<file path="config.mk">
export PLATFORM = sky130hd
export DESIGN_NAME = tmr_xint_ctrl
export DESIGN_NICKNAME = d
export VERILOG_FILES = /design/src/rtl/tmr_xint_pkg.sv /design/src/rtl/ctrl_wr_decode.sv /design/src/rtl/xint_sync.sv /design/src/rtl/irq_flag_cell.sv /design/src/rtl/tmr_xint_ctrl.sv
export SDC_FILE = /design/constraint.sdc
export NUM_CORES = 1
export LEC_CHECK = 0
export ABC_CLOCK_PERIOD_IN_PS = 1370
export BUFFER_PORTS_ARGS = -buffer_cell sky130_fd_sc_hd__buf_2
export CORE_ASPECT_RATIO = 0.6
export CORE_MARGIN = 4
export CORE_UTILIZATION = 42
export CTS_BUF_LIST = sky130_fd_sc_hd__clkbuf_4
export DETAILED_ROUTE_END_ITERATION = 8
export PLACE_DENSITY = 0.77
export SYNTH_ARGS = -nofsm -noshare
export SYNTH_HDL_FRONTEND = slang
export SYNTH_HIERARCHICAL = 1
export SYNTH_SLANG_ARGS = --single-unit
</file>
<file path="constraint.sdc">
create_clock -name clk -period 1.37 [get_ports clk]
set_input_delay 0.274 -clock clk [delete_from_list [all_inputs] [get_ports clk]]
set_output_delay 0.274 -clock clk [all_outputs]
set_load 0.01 [all_outputs]
</file>
<file path="src/rtl/tmr_xint_pkg.sv">
`timescale 1ns/1ps
package tmr_xint_pkg;

    localparam int CTRL_W = 8;
    localparam int N_CH   = 2;

    // Bit layout of the control register (decoded by neighbours, so fixed)
    localparam int POS_X0_MODE = 0;
    localparam int POS_X0_FLAG = 1;
    localparam int POS_X1_MODE = 2;
    localparam int POS_X1_FLAG = 3;
    localparam int POS_T0_RUN  = 4;
    localparam int POS_T0_FLAG = 5;
    localparam int POS_T1_RUN  = 6;
    localparam int POS_T1_FLAG = 7;

    typedef enum logic {
        FLG_IDLE = 1'b0,
        FLG_PEND = 1'b1
    } flag_state_e;

    function automatic int tflag_pos(input int ch);
        return (ch == 0) ? POS_T0_FLAG : POS_T1_FLAG;
    endfunction

    function automatic int trun_pos(input int ch);
        return (ch == 0) ? POS_T0_RUN : POS_T1_RUN;
    endfunction

    function automatic int xflag_pos(input int ch);
        return (ch == 0) ? POS_X0_FLAG : POS_X1_FLAG;
    endfunction

    function automatic int xmode_pos(input int ch);
        return (ch == 0) ? POS_X0_MODE : POS_X1_MODE;
    endfunction

endpackage

</file>
<file path="src/rtl/ctrl_wr_decode.sv">
`timescale 1ns/1ps
module ctrl_wr_decode #(
    parameter int          W         = 8,
    parameter int          ADDR_W    = 8,
    parameter logic [7:0]  BASE_ADDR = 8'h88
) (
    input  logic              byte_we,
    input  logic [ADDR_W-1:0] byte_addr,
    input  logic [W-1:0]      byte_wdata,
    input  logic              bit_we,
    input  logic [ADDR_W-1:0] bit_addr,
    input  logic              bit_wdata,
    output logic [W-1:0]      wr_mask,
    output logic [W-1:0]      wr_data
);
    localparam int IDX_W = $clog2(W);
    localparam logic [ADDR_W-1:0] BASE = ADDR_W'(BASE_ADDR);

    logic             byte_hit;
    logic             bit_hit;
    logic [IDX_W-1:0] bit_idx;

    assign byte_hit = byte_we && (byte_addr == BASE);
    assign bit_hit  = bit_we && (bit_addr[ADDR_W-1:IDX_W] == BASE[ADDR_W-1:IDX_W]);
    assign bit_idx  = bit_addr[IDX_W-1:0];

    always_comb begin
        wr_mask = '0;
        wr_data = '0;
        if (byte_hit) begin
            wr_mask = '1;
            wr_data = byte_wdata;
        end else if (bit_hit) begin
            wr_mask[bit_idx] = 1'b1;
            wr_data[bit_idx] = bit_wdata;
        end
    end
endmodule

</file>
<file path="src/rtl/xint_sync.sv">
`timescale 1ns/1ps
module xint_sync #(
    parameter int STAGES = 2
) (
    input  logic clk,
    input  logic rst_n,
    input  logic pin_n,
    output logic level_req,
    output logic fall_ev
);
    logic [STAGES-1:0] sync_q;
    logic              prev_q;

    always_ff @(posedge clk or negedge rst_n) begin
        if (!rst_n) begin
            sync_q <= '1;
            prev_q <= 1'b1;
        end else begin
            sync_q <= {sync_q[STAGES-2:0], pin_n};
            prev_q <= sync_q[STAGES-1];
        end
    end

    assign level_req = ~sync_q[STAGES-1];
    assign fall_ev   = prev_q & ~sync_q[STAGES-1];
endmodule

</file>
<file path="src/rtl/irq_flag_cell.sv">
`timescale 1ns/1ps
module irq_flag_cell
    import tmr_xint_pkg::*;
(
    input  logic clk,
    input  logic rst_n,
    input  logic level_mode,
    input  logic level_req,
    input  logic set_ev,
    input  logic ack,
    input  logic sw_we,
    input  logic sw_val,
    output logic flag
);
    flag_state_e state_q, state_d;

    // State register
    always_ff @(posedge clk or negedge rst_n) begin
        if (!rst_n) state_q <= FLG_IDLE;
        else        state_q <= state_d;
    end

    // Next state
    always_comb begin
        state_d = state_q;
        if (level_mode) begin
            if (sw_we) state_d = sw_val    ? FLG_PEND : FLG_IDLE;
            else       state_d = level_req ? FLG_PEND : FLG_IDLE;
        end else begin
            unique case (state_q)
                FLG_IDLE: begin
                    if (set_ev || (sw_we && sw_val)) state_d = FLG_PEND;
                end
                FLG_PEND: begin
                    if (set_ev)     state_d = FLG_PEND;
                    else if (sw_we) state_d = sw_val ? FLG_PEND : FLG_IDLE;
                    else if (ack)   state_d = FLG_IDLE;
                end
            endcase
        end
    end

    // Output
    always_comb begin
        flag = (state_q == FLG_PEND);
    end
endmodule

</file>
<file path="src/rtl/tmr_xint_ctrl.sv">
`timescale 1ns/1ps
module tmr_xint_ctrl
    import tmr_xint_pkg::*;
#(
    parameter int         ADDR_W      = 8,
    parameter logic [7:0] BASE_ADDR   = 8'h88,
    parameter int         SYNC_STAGES = 2
) (
    input  logic              clk,
    input  logic              rst_n,
    input  logic              byte_we,
    input  logic [ADDR_W-1:0] byte_addr,
    input  logic [7:0]        byte_wdata,
    input  logic              bit_we,
    input  logic [ADDR_W-1:0] bit_addr,
    input  logic              bit_wdata,
    output logic [7:0]        rd_data,
    output logic              bit_rdata,
    input  logic              t0_ovf,
    input  logic              t1_ovf,
    input  logic              xint0_n,
    input  logic              xint1_n,
    input  logic              ack_t0,
    input  logic              ack_t1,
    input  logic              ack_x0,
    input  logic              ack_x1,
    output logic              run0,
    output logic              run1,
    output logic              flag_t0,
    output logic              flag_t1,
    output logic              flag_x0,
    output logic              flag_x1
);
    localparam int IDX_W = $clog2(CTRL_W);

    logic [CTRL_W-1:0] wr_mask, wr_data;
    logic [N_CH-1:0]   ovf_v, pin_v, ackt_v, ackx_v;
    logic [N_CH-1:0]   run_q, mode_q, tflag_v, xflag_v;
    logic [N_CH-1:0]   lvl_v, fall_v;
    logic [CTRL_W-1:0] img;

    assign ovf_v  = {t1_ovf, t0_ovf};
    assign pin_v  = {xint1_n, xint0_n};
    assign ackt_v = {ack_t1, ack_t0};
    assign ackx_v = {ack_x1, ack_x0};

    ctrl_wr_decode #(
        .W(CTRL_W), .ADDR_W(ADDR_W), .BASE_ADDR(BASE_ADDR)
    ) u_dec (
        .byte_we(byte_we), .byte_addr(byte_addr), .byte_wdata(byte_wdata),
        .bit_we(bit_we), .bit_addr(bit_addr), .bit_wdata(bit_wdata),
        .wr_mask(wr_mask), .wr_data(wr_data)
    );

    for (genvar ch = 0; ch < N_CH; ch++) begin : g_ch
        localparam int TF = tflag_pos(ch);
        localparam int TR = trun_pos(ch);
        localparam int XF = xflag_pos(ch);
        localparam int XM = xmode_pos(ch);

        always_ff @(posedge clk or negedge rst_n) begin
            if (!rst_n) begin
                run_q[ch]  <= 1'b0;
                mode_q[ch] <= 1'b0;
            end else begin
                if (wr_mask[TR]) run_q[ch]  <= wr_data[TR];
                if (wr_mask[XM]) mode_q[ch] <= wr_data[XM];
            end
        end

        irq_flag_cell u_tflag (
            .clk(clk), .rst_n(rst_n),
            .level_mode(1'b0), .level_req(1'b0),
            .set_ev(ovf_v[ch]), .ack(ackt_v[ch]),
            .sw_we(wr_mask[TF]), .sw_val(wr_data[TF]),
            .flag(tflag_v[ch])
        );

        xint_sync #(.STAGES(SYNC_STAGES)) u_sync (
            .clk(clk), .rst_n(rst_n), .pin_n(pin_v[ch]),
            .level_req(lvl_v[ch]), .fall_ev(fall_v[ch])
        );

        irq_flag_cell u_xflag (
            .clk(clk), .rst_n(rst_n),
            .level_mode(~mode_q[ch]), .level_req(lvl_v[ch]),
            .set_ev(fall_v[ch]), .ack(ackx_v[ch]),
            .sw_we(wr_mask[XF]), .sw_val(wr_data[XF]),
            .flag(xflag_v[ch])
        );
    end

    always_comb begin
        img = '0;
        for (int ch = 0; ch < N_CH; ch++) begin
            img[tflag_pos(ch)] = tflag_v[ch];
            img[trun_pos(ch)]  = run_q[ch];
            img[xflag_pos(ch)] = xflag_v[ch];
            img[xmode_pos(ch)] = mode_q[ch];
        end
    end

    assign rd_data   = img;
    assign bit_rdata = img[bit_addr[IDX_W-1:0]];
    assign run0      = run_q[0];
    assign run1      = run_q[1];
    assign flag_t0   = tflag_v[0];
    assign flag_t1   = tflag_v[1];
    assign flag_x0   = xflag_v[0];
    assign flag_x1   = xflag_v[1];
endmodule

</file>
======== After elaboration in Yosys (flattened, before gate mapping) ========
Index checks and enable logic that the tools add are counted.
storage, ports and cells
  register bits after elaboration ......... 14
  logic and storage cells ................. 74
cells by class
  equal/unequal tests ..................... 2
  bitwise logic cells ..................... 9
  $lt $le $gt $ge ......................... 2
  reduce and logical (&&, ||, !) cells .... 11
  mux-type cells .......................... 38
operators by type and width
  kind                                                                                 number
  8-bit two-way mux                                                                    4
  1-bit two-way mux                                                                    28
  8-bit bitwise AND                                                                    1
  8-bit == test, second input constant                                                 1
  1-bit one-hot mux with 2 select lines                                                4
  1-bit logical AND                                                                    7
  1-bit inverter                                                                       6
  5-bit == test, second input constant                                                 1
  1-bit logical OR                                                                     4
  3-bit by 4-bit less-than comparator with 1-bit output, second input constant         1
  1-bit binary-select mux with 3-bit select                                            1
  1-bit demux with 3-bit select                                                        1
  3-bit by 1-bit greater-or-equal comparator with 1-bit output, second input constant  1
  1-bit bitwise AND                                                                    2

======== Logic depth before layout (Yosys ltp) ========
  word-level depth ........................ 12
  depth in mapped cells ................... 6

======== Cells and area by module ========
Netlist, hierarchy kept.
modules (own cells, without submodules)
  module          area each (µm²)  instances  sequential area each (µm²)  cells an instance
  ctrl_wr_decode  326.6            1          0.0                         38
  tmr_xint_ctrl   260.2            1          100.1                       22
  irq_flag_cell   58.8             4          25.0                        6
  xint_sync       88.8             2          78.8                        5

======== Least setup slack after synthesis ========
OpenSTA, ideal clock, no wires.
  kind .................................... input to register
  from .................................... in byte_addr[5]
  to ...................................... reg run_q[1] (netlist: run1)
  arrival ................................. 1.451 ns
  library setup time ...................... 0.125 ns
  path slack .............................. -0.205 ns
  path buffers ............................ 1
  stages .................................. 5
  cells stage by stage .................... nor4b_4 nand4_4 buf_6 mux2_4 mux2_2
on the way
  word-level cells in the longest chain between the ends .. 3
  elaborated cells between the ends (all ways) .. 4
ends and longest elaborated chain
  element                          line                  text
  from (decl)                      tmr_xint_ctrl.sv:12   input logic [ADDR_W-1:0] byte_addr,
  8-bit == test                    ctrl_wr_decode.sv:23  assign byte_hit = byte_we && (byte_addr == BASE);
  1-bit logical AND                ctrl_wr_decode.sv:23
  8-bit two-way mux                ctrl_wr_decode.sv:30  if (byte_hit) begin
  via wr_data[6]                   tmr_xint_ctrl.sv:36   logic [CTRL_W-1:0] wr_mask, wr_data;
  to (signal, indexed assignment)  tmr_xint_ctrl.sv:66   if (wr_mask[TR]) run_q[ch] <= wr_data[TR];
  to (decl)                        tmr_xint_ctrl.sv:38   logic [N_CH-1:0] run_q, mode_q, tflag_v, xflag_v;
The timed path passes the listed nets, and every way through them passes these cells.
A chain may end at the register's enable or synchronous reset.

======== Worst setup path in the final report ========
  from .................................... reg g_ch[0].u_tflag.state_q
  to ...................................... out bit_rdata
on the way
  word-level cells in the longest chain between the ends .. 2
ends and longest elaborated chain
  element                                    line                  text
  from (decl)                                irq_flag_cell.sv:15   flag_state_e state_q, state_d;
  from (signal assigned)                     irq_flag_cell.sv:20   else state_q <= state_d;
  1-bit binary-select mux with 3-bit select  tmr_xint_ctrl.sv:104  assign bit_rdata = img[bit_addr[IDX_W-1:0]];
  1-bit two-way mux (not written as such)    tmr_xint_ctrl.sv:104
  to (decl)                                  tmr_xint_ctrl.sv:18   output logic bit_rdata,
No other way between the ends. The select of a mux whose other input is x is not followed.

==> results.cfg <==
[yosys]
synth_edf_count = 0
ys_warn_count = 6
netlist_area_sq_um = 1000
synth-seq-area-share_pct = 35.8
synth-seq-cells = 14
ys_types = 26
ys.flop_type = dfrtp_1
synthArstFlopShare_pct = 100
avgSynthCellArea_sq_um = 10.6
synthCells = 94

[finish]
postLayoutCoreUtil_pct = 67.1
n_antenna_cell = 0
synthToLayoutAreaGrowth_pct = 48.6
drive_above_1_share_pct = 58.4
mostFrequentLayoutCell = buf_2
nets = 205
layout_common_cells = buf_2, buf_4, inv_1, conb_1, dfrtp_1

[sta]
setup_viol = 4
holdWs_ps = 89.1
skew_ps = 0.0826
fmax_ghz = 0.547
layout_setup_ws_ps = -459
period_share_pct = 133
period_needed_ps = 1830
grt_setup_unrepaired = true
final-max-slew-violation-count = 0
hold_viol = 0

[clock_network]
root_buffer = clkbuf_4
clk-insertion-delay-late_ps = 270
clk_path_buf_depth = 2
cts_tree = built
htree_levels = 1
cts_buffers = 3
path_clk_slew_ps = 80
cts.sinks = 14

[critical_path]
start_kind = flip-flop
arrival_ps = 1550
cp-end-kind = output pin
critPathRequiredTime_ps = 1100
criticalPathCategory = flip-flop to output pin
cp_cell_sequence = mux4_2, mux2_4, buf_6
crit_buf_inv = 1
worstPathMaxFanout = 2
max_stage_delay_ps = 480
r2r_setup_slack_ps = 190
crit_slowest_cell = mux4_2
cp_top_family = multiplexers

[power]
peakVddDrop_uv = 554
powerDensity_nw_per_um2 = 690
p_leak_uw = 0.000720

[drt]
drtPass1Iterations = 4
route.vias.total = 1031
avgRoutedWirePerCell_um = 14.7
ant_nets = 0
drt-total-wl_um = 2890
vias_per_cell = 5.26
route.detailed.drc = 0
drt_iter0_markers = 37

[die]
dieArea_sq_um = 3250
fp.dieH_um = 45.8
io_pins = 52
die_w_um = 71.0
num_rows = 13
core_sq_um = 2210
start_util_pct = 45.2

[place]
pre_cts_ws_ps = -346
port_buffers = 51
post-dp-hpwl_um = 2310
gp_congestion = 0.850

[worst_hold_path]
hp-class = primary input to flip-flop

[grt]
first_global_vias = 1050
grt_pass1_wl_um = 4620
antenna_found_initial = 0
grt_overflow = 0
grt_max_degree = 15
grt_usage_pct = 18.6

[run]
max_cap_violations = 0

[run_status]
violations = negative setup slack
outcome = finished with violations
## synth_stat cells (2+ instances only)
cell type / count / share of area [%]
nor3_1: 6 / 3.0
nor4_1: 2 / 1.3
nor2b_1: 3 / 1.9
o2111ai_1: 4 / 3.5
buf_4: 6 / 4.5
mux2_2: 9 / 10
dfrtp_1: 8 / 20
o31ai_1: 2 / 1.5
mux2_4: 2 / 3.0
mux4_1: 2 / 5.3
dfstp_2: 6 / 16
or4b_1: 5 / 5.0
nand4b_1: 2 / 1.8
o21ai_0: 8 / 4.0
nand2b_1: 2 / 1.3
inv_1: 8 / 3.0
nand3b_1: 4 / 3.0
nand2_1: 7 / 2.6
## cells by family after synthesis
| group | count (synthesis) | share of synthesized area (%) |
|---|---|---|
| simple gates | 37 | 27.8 |
| other cells | 1 | 0.375 |
| flops | 14 | 35.8 |
| buf+inv | 15 | 8.64 |
| mux | 13 | 18.4 |
| compound gates | 14 | 9.01 |
## metrics by stage
stage	power [uW]	instance area (sq um)	std cells	setup TNS, ps
after CTS	1020	1440	195	-582
after floorplan	614	1030	101	-535
after global placement	768	1380	190	-2150
after detailed placement	780	1380	190	-2650
final	1020	1490	196	-493
after global routing	1080	1490	196	-639
## power breakdown
group / switching (uW) / total [uW] / leakage (uW) / internal (uW)
sequential: 18.1 / 472 / 0.000158 / 454
clock: 127 / 228 / 0.0000138 / 102
combinational: 149 / 325 / 0.000548 / 175
## worst paths after layout
kind / from / end / cells past startpoint
worst max-delay path: g_ch[0].u_tflag/flag / bit_rdata / 3
worst min-delay path: xint1_n / g_ch[1].u_sync/sync_q[0] / 1
worst max register to register: rd_data[0] / g_ch[0].u_xflag/flag / 4
worst min register to register: g_ch[0].u_sync/sync_q[0] / g_ch[0].u_sync/sync_q[1] / 0
max in group asynchronous: rst_n / g_ch[1].u_sync/sync_q[1] / 2
min in group asynchronous: rst_n / g_ch[1].u_xflag/flag / 2
## per-layer routing
metal	track usage [%]	wire [um]	share of wire, %	vias up
met5	0	0	0	-
met4	5.62	42	1.5	0
met3	5.73	273	9.5	6
met2	33.7	1470	51	51
met1	21.8	1100	38	479
li1	-	-	-	495
## area by class of cell
| class | instances | area (sq um) |
|---|---|---|
| fillers | 185 | 727 |
| multi-input cells | 73 | 629 |
| repair buffers | 68 | 408 |
| flip-flops and latches | 14 | 358 |
| well taps | 30 | 37.5 |
| inverters | 8 | 30.0 |
| clock buffers | 3 | 22.5 |
## registers in the layout, summed over array words and instances, names as in the netlist
name / flops
g_ch.u_sync/prev_q: 2
g_ch.u_sync/sync_q: 4
rd_data: 2
g_ch.u_tflag/flag: 2
run1: 1
g_ch.u_xflag/flag: 2
run0: 1
## what timing repair did
item / in CTS / in global routing
hold buffers: 1 / 0
pin swaps: 2 / 3
buffers inserted: 0 / 1
setup endpoints to repair: 5 / 9
gates resized for setup: 6 / 6
hold endpoints to repair: 8 / 0
gates cloned: 1 / 0
(Power assumes the default switching activity.)
